### config.mk
export PLATFORM = sky130hd
export DESIGN_NAME = pwr_rst_sim_seq
export DESIGN_NICKNAME = d
export VERILOG_FILES = /design/src/rtl/prd_pkg.sv /design/src/rtl/prd_tick_gen.sv /design/src/rtl/prd_rst_delay.sv /design/src/rtl/prd_sim_ctrl.sv /design/src/rtl/pwr_rst_sim_seq.sv
export SDC_FILE = /design/constraint.sdc
export NUM_CORES = 1
export LEC_CHECK = 0
export BUFFER_PORTS_ARGS = -buffer_cell sky130_fd_sc_hd__buf_2
export CAP_MARGIN = 20
export CELL_PAD_IN_SITES_DETAIL_PLACEMENT = 1
export CELL_PAD_IN_SITES_GLOBAL_PLACEMENT = 1
export CORE_ASPECT_RATIO = 1.5
export CORE_MARGIN = 5
export CORE_UTILIZATION = 46
export DETAILED_ROUTE_END_ITERATION = 8
export GPL_TIMING_DRIVEN = 0
export HOLD_SLACK_MARGIN = 0.08
export PLACE_DENSITY_LB_ADDON = 0.15
export SLEW_MARGIN = 20
export SYNTH_ARGS = -nofsm -noshare
export SYNTH_HDL_FRONTEND = slang
export SYNTH_SLANG_ARGS = --single-unit
### constraint.sdc
create_clock -name clk -period 1.7 [get_ports clk]
set_input_delay 0.34 -clock clk [delete_from_list [all_inputs] [get_ports clk]]
set_output_delay 0.34 -clock clk [all_outputs]
set_load 0.1 [all_outputs]
### src/rtl/prd_pkg.sv
package prd_pkg;
  typedef enum logic [1:0] {
    ST_HOLD  = 2'd0,
    ST_COUNT = 2'd1,
    ST_RUN   = 2'd2
  } dly_state_e;
endpackage

### src/rtl/prd_tick_gen.sv
module prd_tick_gen #(
  parameter int CLK_PER_TICK = 125000
) (
  input  logic clk,
  input  logic arst_n,
  output logic tick
);
  localparam int CW = (CLK_PER_TICK > 2) ? $clog2(CLK_PER_TICK) : 1;
  localparam logic [CW-1:0] LAST = CW'(CLK_PER_TICK - 1);

  logic [CW-1:0] cnt_q, cnt_d;

  always_comb begin
    tick  = (cnt_q == LAST);
    cnt_d = tick ? '0 : cnt_q + 1'b1;
  end

  always_ff @(posedge clk or negedge arst_n) begin
    if (!arst_n) cnt_q <= '0;
    else         cnt_q <= cnt_d;
  end
endmodule

### src/rtl/prd_rst_delay.sv
module prd_rst_delay
  import prd_pkg::*;
#(
  parameter int DLY_W = 10
) (
  input  logic             clk,
  input  logic             arst_n,
  input  logic             tick,
  input  logic             pwr_good,
  input  logic [DLY_W-1:0] dly_val,
  output logic             rst_out_n
);
  dly_state_e       state_q, state_d;
  logic [DLY_W-1:0] cnt_q, cnt_d;
  logic [DLY_W-1:0] tgt_q, tgt_d;

  always_comb begin
    state_d = state_q;
    cnt_d   = cnt_q;
    tgt_d   = tgt_q;
    if (!pwr_good) begin
      state_d = ST_HOLD;
      cnt_d   = '0;
    end else begin
      case (state_q)
        ST_HOLD: begin
          state_d = ST_COUNT;
          cnt_d   = '0;
          tgt_d   = dly_val;
        end
        ST_COUNT: begin
          if (cnt_q == tgt_q)  state_d = ST_RUN;
          else if (tick)       cnt_d   = cnt_q + 1'b1;
        end
        default: state_d = ST_RUN;
      endcase
    end
  end

  always_ff @(posedge clk or negedge arst_n) begin
    if (!arst_n) begin
      state_q <= ST_HOLD;
      cnt_q   <= '0;
      tgt_q   <= '0;
    end else begin
      state_q <= state_d;
      cnt_q   <= cnt_d;
      tgt_q   <= tgt_d;
    end
  end

  // power loss drops reset without waiting for a clock edge
  assign rst_out_n = (state_q == ST_RUN) && pwr_good;
endmodule

### src/rtl/prd_sim_ctrl.sv
module prd_sim_ctrl (
  input  logic clk,
  input  logic arst_n,
  input  logic tick,
  input  logic pwr_good,
  input  logic rst_in_n,
  input  logic req,
  input  logic hi_sel,
  output logic pwr_en,
  output logic sel_5v,
  output logic io_gate
);
  logic allow;
  logic sel_q, sel_d;
  logic armed_q, armed_d;

  always_comb begin
    allow   = pwr_good && rst_in_n && req;
    // level is captured only while the supply is off
    sel_d   = allow ? sel_q : hi_sel;
    // gate arms on a tick seen while the supply is allowed
    armed_d = allow && (armed_q || tick);
  end

  always_ff @(posedge clk or negedge arst_n) begin
    if (!arst_n) begin
      sel_q   <= 1'b0;
      armed_q <= 1'b0;
    end else begin
      sel_q   <= sel_d;
      armed_q <= armed_d;
    end
  end

  assign pwr_en  = allow;
  assign sel_5v  = allow && sel_q;
  assign io_gate = allow && armed_q;
endmodule

### src/rtl/pwr_rst_sim_seq.sv
module pwr_rst_sim_seq #(
  parameter int CLK_PER_TICK = 125000,
  parameter int DLY_W        = 10
) (
  input  logic             clk,
  input  logic             rst_n,
  input  logic             vdd_good,
  input  logic             sim_req,
  input  logic             sim_hi_sel,
  input  logic [DLY_W-1:0] dly_nf,
  output logic             sys_rst_n,
  output logic             sim_pwr_en,
  output logic             sim_5v_sel,
  output logic             sim_io_gate
);
  logic [1:0] rsync_q;
  logic       arst_n;
  logic       tick;
  logic       rst_int_n;

  always_ff @(posedge clk or negedge rst_n) begin
    if (!rst_n) rsync_q <= 2'b00;
    else        rsync_q <= {rsync_q[0], 1'b1};
  end
  assign arst_n = rsync_q[1];

  prd_tick_gen #(.CLK_PER_TICK(CLK_PER_TICK)) u_tick (
    .clk    (clk),
    .arst_n (arst_n),
    .tick   (tick)
  );

  prd_rst_delay #(.DLY_W(DLY_W)) u_dly (
    .clk       (clk),
    .arst_n    (arst_n),
    .tick      (tick),
    .pwr_good  (vdd_good),
    .dly_val   (dly_nf),
    .rst_out_n (rst_int_n)
  );

  prd_sim_ctrl u_sim (
    .clk      (clk),
    .arst_n   (arst_n),
    .tick     (tick),
    .pwr_good (vdd_good),
    .rst_in_n (rst_int_n),
    .req      (sim_req),
    .hi_sel   (sim_hi_sel),
    .pwr_en   (sim_pwr_en),
    .sel_5v   (sim_5v_sel),
    .io_gate  (sim_io_gate)
  );

  assign sys_rst_n = rst_int_n;
endmodule

==> results of run 1 <==
worst max-delay path, cell delays in order (launching register included):
cell	delay [ps]
dfrtp_2	410
or4b_4	570
nor3_4	250
buf_4	170
nand2_4	90
o32a_1	360
o21ai_0	100
final cells by class:
class	count	share of cell area [%]
tap	66	2.86
sequential	43	37.6
inverter	3	0.390
timing repair buffer	40	11.3
multi-input combinational	146	43.0
buffer	3	1.34
clock buffer	8	3.46
timing repair:
item,4_1_cts,5_1_grt
setup buffers,11,9
pin swaps,13,21
gates resized for setup,29,22
endpoints found under the setup margin,36,25
hold endpoints to repair,2,0
gates cloned,2,0
hold buffers,1,0
flip-flops by register name, indices dropped and copies added (netlist names):
register       flops
u_sim.sel_q        1
u_sim.armed_q      1
u_dly.cnt_q       10
rsync_q            2
u_dly.tgt_q       10
u_dly.state_q      2
u_tick.cnt_q      17
placed cells by master (no fill, tap or decap), types with 3 or more instances in the layout:
master / n
and2_4: 4
buf_12: 3
buf_2: 14
buf_4: 20
clkbuf_8: 9
dfrtp_1: 34
dfrtp_2: 9
inv_1: 3
mux2_2: 11
mux2i_1: 4
nand2_1: 8
nand3_1: 13
nand4_1: 6
nand4b_1: 3
nor2_1: 12
nor3_4: 4
o211ai_1: 3
o21a_1: 3
o21ai_0: 4
o31ai_2: 3
xnor2_1: 15
xnor2_2: 3
xor2_1: 6
worst paths after layout:
check,to,startpoint,slack (ps)
setup / recovery,u_dly.cnt_q[5]$_DFFE_PN0P_,u_tick.cnt_q[7]$_DFF_PN0_,-340
min in group clk,u_dly.tgt_q[1]$_DFFE_PN0P_,dly_nf[1],270
setup reg to reg,u_dly.cnt_q[5]$_DFFE_PN0P_,u_tick.cnt_q[7]$_DFF_PN0_,-340
hold / removal,u_dly.state_q[0]$_DFFE_PN0P_,rsync_q[1]$_DFF_PN0_,230
max in group asynchronous,u_dly.cnt_q[5]$_DFFE_PN0P_,rsync_q[1]$_DFF_PN0_,980
hold reg to reg,u_dly.state_q[0]$_DFFE_PN0P_,rsync_q[1]$_DFF_PN0_,230
synth_stat cells, types with 2 or more instances:
library cell | instances | area, um^2
o21ai_0 | 5 | 25.0
or4_1 | 2 | 15.0
nor3_2 | 2 | 20.0
o31ai_1 | 4 | 30.0
nand3_1 | 14 | 70.1
and2_1 | 4 | 25.0
xnor2_1 | 18 | 158
nand4_1 | 6 | 37.5
and3_1 | 4 | 25.0
nor3_1 | 4 | 20.0
inv_1 | 3 | 11.3
or3_1 | 2 | 12.5
mux2_2 | 11 | 124
nand2_1 | 10 | 37.5
nor4_1 | 2 | 12.5
xor2_1 | 6 | 52.6
o41ai_1 | 2 | 17.5
nor2_1 | 14 | 52.6
o21a_1 | 3 | 22.5
nand4b_1 | 3 | 26.3
clkbuf_1 | 2 | 7.51
or2_2 | 2 | 12.5
dfrtp_1 | 43 | 1080
or4b_4 | 2 | 27.5
ha_1 | 2 | 25.0
o211ai_1 | 3 | 22.5
mux2i_1 | 4 | 40.0
clkbuf_8 | 2 | 27.5
stage by stage:
step	hold WS, ps	setup TNS, ps
3_3_place_gp	124	-7470
4_1_cts	246	-3580
2_1_floorplan	44.4	-3000
6_report	229	-3600
3_5_place_dp	126	-8300
5_1_grt	268	-5300
power groups by stage:
| stage | logic, mW | registers (mW) | clock network [mW] |
|---|---|---|---|
| final | 0.164 | 1.11 | 0.718 |
| after global routing | 0.178 | 1.11 | 0.778 |
| after CTS | 0.154 | 1.10 | 0.726 |
| after detailed placement | 0.151 | 1.12 | 0 |
| after global placement | 0.124 | 1.13 | 0 |
| after floorplan | 0.0954 | 1.12 | 0 |
layer usage:
layer / vias to the layer above / GRT usage, % / routed length (um) / part of all wire (%)
met4: 0 / 10.8 / 233 / 3.7
met2: 40 / 42.1 / 3740 / 60
met5: - / 0 / 0 / 0
li1: 801 / - / - / -
met3: 25 / 3.81 / 159 / 2.5
met1: 900 / 18.4 / 2140 / 34
kinds of logic (layout without fill, tap and decap cells):
kind of cell | Yosys count | after routing
compound gates | 23 | 23
xor+xnor | 24 | 24
fa+ha+maj | 2 | 2
buf+inv | 9 | 54
flops | 43 | 43
mux | 15 | 15
other cells | 1 | 1
simple gates | 80 | 81
==> key figures, run 1 <==
Run status
  – Status: finished, violations left
  – Violated checks: negative setup slack

Die
  – Die W: 66.5 um
  – Core footprint: 4730 um^2
  – Initial Utilization: ~47%
  – Die area: 6310 um^2
  – Num ports: 19
  – Site row count: 31
  – Die Y: 94.8 um

STA
  – Final worst path period share: 120%
  – Final Max Tran Viols: 0
  – Worst setup margin: -340 ps
  – Final Hold Vio Count: 0
  – Worst-Margin Slew: 542 ps
  – Min Tclk post-route: roughly 2000 ps
  – Final Setup Violations: 22
  – Clock Skews: approximately 6.8 ps
  – Unrepaired setup endpoints after global routing: true
  – FMAX: slightly below 500 MHz
  – Slew headroom: 63.8%

Power and ir drop
  – Part of the power in registers: 55.6%
  – Sw Share: 23.3%
  – Peak supply drop: 0.000484 V
  – Leak: 1.22 nW
  – Clock network fraction of total power: 36.1%
  – Gate power share: 8.3%
  – Switch Pwr: between 0.4 and 0.5 mW
  – Internal Dissipation: 1.52 mW
  – Power Density: 688 nW/um^2
  – PnR Total Power: just under 2 mW

Worst setup path
  – Critical path fanouts, max: 5
  – Critical path endpoint category: flip-flop
  – Crit path launch type: flip-flop
  – Worst path arrival time: 2240 ps
  – Required @ worst endpoint: 1900 ps
  – Register-to-Register Path Depth: 6
  – CP Class: reg -> reg

Routing
  – Drt initial violations: 66
  – WL per Instance: 20.3 um
  – WL final: approximately 6300 um
  – Post-route ant nets: 0
  – Drt drc: 0
  – DRT Pass-1 Iters: 4
  – Vias: ~1800
  – Via density per instance: 5.72

Logic synthesis
  – Post-Synth Adder-Cell Area: 1.13%
  – Synth warnings: 0
  – Post-synthesis xor/xnor area fraction: 9.53%
  – Post-synthesis simple-gate area fraction: about 22%
  – Register area share after synthesis: 48.8%
  – Main combinational cell family by area after synthesis: simple AND/OR/NAND/NOR gates
  – Syn Nets: 214
  – Mux cell area share after synthesis: 7.43%
  – Synthesized area per cell: 11.2 um^2
  – Flops & latches, synth: 43
  – Post-synth EDFFs: 0
  – Post-synthesis compound-gate area fraction: 7.71%
  – Primary FF master, synth: dfrtp_1
  – Post-synth ARST share: 100%
  – Yosys cell types: 46
  – Cell area after technology mapping: around 2200 um^2
  – Cell count after synthesis: roughly 200

Finish
  – Nets: around 260
  – Fillers: about 500
  – Area grow syn2layout: 31.0%
  – Area occupied by multi-input gates: 1240 um^2
  – Finished Cell Area: between 2000 and 3000 um^2
  – Fin cells: 309
  – # diodes: 0
  – Final Util: 61.1%
  – FF/Latch Area: approximately 1100 um^2
  – Fraction of layout instances using a drive strength above 1: between 40 and 50%

Place
  – RePlAce Congestion: 0.833
  – Placed Area: ~2400 um^2
  – Number of port buffers: 18
  – Post-DP HPWL: 4040 um
  – Placed cells: 282
  – Setup Slack @ Placement: -482 ps

GRT
  – First-pass GRT wire length: 9750 um
  – Initial antenna violation count: 0
  – Total grt overflow: 0
  – GRT Total Usage: between 20% and 30%
  – Largest net degree at the start of global routing: 24
  – Number of global-route vias before repair: between 1500 and 2000

Clock tree
  – Maximum clock path buffer count: 2
  – Num CTS Buffers: 5
  – Clock Latency Late Sink: 300 ps
  – Root Driver: clkbuf_8
  – Htree depth: 2
  – CTS tree: built
  – Clock-pin slew on the worst setup and hold paths: 80 ps
  – Clock Sink Count: 43

Min path
  – Worst min-delay path category: reg -> async

Run
  – Max_cap viols: 0
Power figures use the tool's default switching activity.
==> run 2: changes to the inputs <==
- TNS_END_PERCENT: unset -> 5
==> key figures, run 2 (synthesis gave the netlist of run 1 again) <==
Finish
  – Fraction of layout instances using a drive strength above 1: 37.4% (-5.8 points)
  – Most common cell after layout, fill and taps aside: dfrtp_1
  – Most frequent cells in the layout: dfrtp_1 (39), xnor2_1 (16), buf_2 (15)
  – # diodes: 0 (unchanged)
  – Largest registers: u_tick.cnt_q (17), u_dly.cnt_q (10), u_dly.tgt_q (10)
  – Nets: 251 (-3.1%)
  – Max FFs per register: 17 (unchanged)
  – Finished Cell Area: 2780 um^2 (-3.7%)
  – Area grow syn2layout: 26.1%
  – Most flop-heavy register: u_tick.cnt_q

Routing
  – DRT Pass-1 Iters: 4 (unchanged)
  – WL final: 5520 um (-12%)
  – Via density per instance: 5.69 (-0.48%)
  – WL per Instance: 18.3 um (-9.6%)
  – Vias: 1712 (-3.1%)
  – Drt drc: 0 (unchanged)
  – Drt initial violations: 77 (+17%)
  – Post-route ant nets: 0 (unchanged)

Worst setup path
  – Worst path arrival time: 2200 ps (-40 ps)
  – Worst stage delay on the critical path: 550 ps (-20 ps)
  – CP top delay family: simple AND/OR/NAND/NOR gates
  – Required @ worst endpoint: 1920 ps (+20 ps)
  – Slowest cell on crit path: or4b_4
  – Critical path endpoint category: flip-flop
  – Critical path fanouts, max: 6 (+1)
  – CP Class: reg -> reg
  – CP startpoint: u_tick.cnt_q[8]$_DFF_PN0_
  – Worst path cell trace: or4b_4, nor3_4, nand2_2, or4_1, mux2i_1
  – WP buf/inv: 0 (-1)
  – Crit path launch type: flip-flop
  – Critical R2R Launch: u_tick.cnt_q[8]$_DFF_PN0_

Clock tree
  – Clock Sink Count: 43 (unchanged)
  – CTS tree: built
  – Num CTS Buffers: 5 (unchanged)
  – Htree depth: 2 (unchanged)
  – Clock-pin slew on the worst setup and hold paths: 80 ps (about the same)
  – Clock Latency Late Sink: 290 ps (about the same)
  – Root Driver: clkbuf_8
  – Maximum clock path buffer count: 2 (unchanged)

STA
  – Final Max Tran Viols: 0 (unchanged)
  – Worst setup margin: -280 ps (+60.0 ps)
  – Min Tclk post-route: 1980 ps (-60.0 ps)
  – Worst-Margin Slew: 529 ps (-12.9 ps)
  – Setup TNS Final: -2640 ps (+962 ps)
  – Worst hold margin: 233 ps (+3.98 ps)
  – Unrepaired setup endpoints after global routing: true
  – Final Hold Vio Count: 0 (unchanged)
  – Slew headroom: 64.7% (+0.86 points)
  – Final Setup Violations: 15 (-32%)
  – Clock Skews: 4.84 ps (-1.92 ps)
  – FMAX: 505 MHz (+3.0%)
  – Final worst path period share: 116% (-3.5 points)

Die
  – Site row count: 31 (unchanged)
  – Die W: 66.5 um (unchanged)
  – Die Y: 94.8 um (unchanged)
  – Initial Utilization: 46.6% (unchanged)
  – Core footprint: 4730 um^2 (unchanged)
  – Num ports: 19 (unchanged)
  – Die area: 6310 um^2 (unchanged)

Run status
  – Violated checks: negative setup slack
  – Status: finished, violations left

GRT
  – Initial antenna violation count: 0 (unchanged)
  – Total grt overflow: 0 (unchanged)
  – Largest net degree at the start of global routing: 23 (-4.2%)
  – First-pass GRT wire length: 9190 um (-5.7%)
  – GRT Total Usage: 19.2% (-1.6 points)
  – Number of global-route vias before repair: 1932 (-2.9%)

Power and ir drop
  – Leak: 1.16 nW (-4.8%)
  – Peak supply drop: 0.000493 V (+1.9%)
  – PnR Total Power: 1.97 mW (-0.80%)
  – Power Density: 709 nW/um^2 (+3.0%)

Place
  – RePlAce Congestion: 0.832 (-0.14%)
  – Placed Area: 2430 um^2 (-0.31%)
  – Number of port buffers: 18 (unchanged)
  – Post-DP HPWL: 3930 um (-2.7%)

Run
  – Max_cap viols: 0 (unchanged)

Min path
  – Worst min-delay path category: reg -> async
[run 2: worst reg2reg max path, stage by stage, from the launching register on]
cell     delay, ps
dfrtp_1        390
or4b_4         550
nor3_4         190
nand2_2        120
or4_1          520
mux2i_1        140
[run 2: worst paths after layout]
path                                           endpoint  slack [ps]  depth (start not counted)
min                        u_dly.state_q[0]$_DFFE_PN0P_         230                          0
max                          u_dly.cnt_q[4]$_DFFE_PN0P_        -280                          5
min reg2reg                u_dly.state_q[0]$_DFFE_PN0P_         230                          0
max in group asynchronous    u_dly.cnt_q[3]$_DFFE_PN0P_         980                          1
max reg2reg                  u_dly.cnt_q[4]$_DFFE_PN0P_        -280                          5
min in group clk             u_dly.tgt_q[1]$_DFFE_PN0P_         270                          2
[run 2: cell type report]
cell class	instances	area, um^2
repair buffers	31	258
plain buffers	5	58.8
clock buffers	8	100
fillers	529	1950
multi-input cells	145	1190
well taps	66	82.6
flip-flops and latches	43	1080
inverters	3	11.3
[run 2: per-stage QoR]
step	cells	util [%]	setup slack, ps
after floorplan	197	-	-261
after global placement	281	50.7	-674
after detailed placement	282	51.3	-685
after CTS	299	57.7	-334
after global routing	301	58.8	-408
final	301	58.8	-280
[run 2: repair_timing]
item	CTS	global route
gates resized for setup	37	9
pin swaps	20	10
gates cloned	0	0
buffers inserted	9	3
setup endpoints to repair	36	25
hold buffers	1	0
endpoints found under the hold margin	2	0
[run 2: routing by layer]
metal / routed length [um] / track usage [%]
met5: 0 / 0
met4: 209 / 10.2
met3: 105 / 3.45
met2: 3210 / 35.9
met1: 2000 / 19.7
[run 2: where the power goes]
group          total [mW]  switching (mW)  internal (mW)
registers            1.10          0.0412           1.06
logic               0.154          0.0671         0.0869
clock network       0.714           0.343          0.371
total                1.97           0.451           1.52
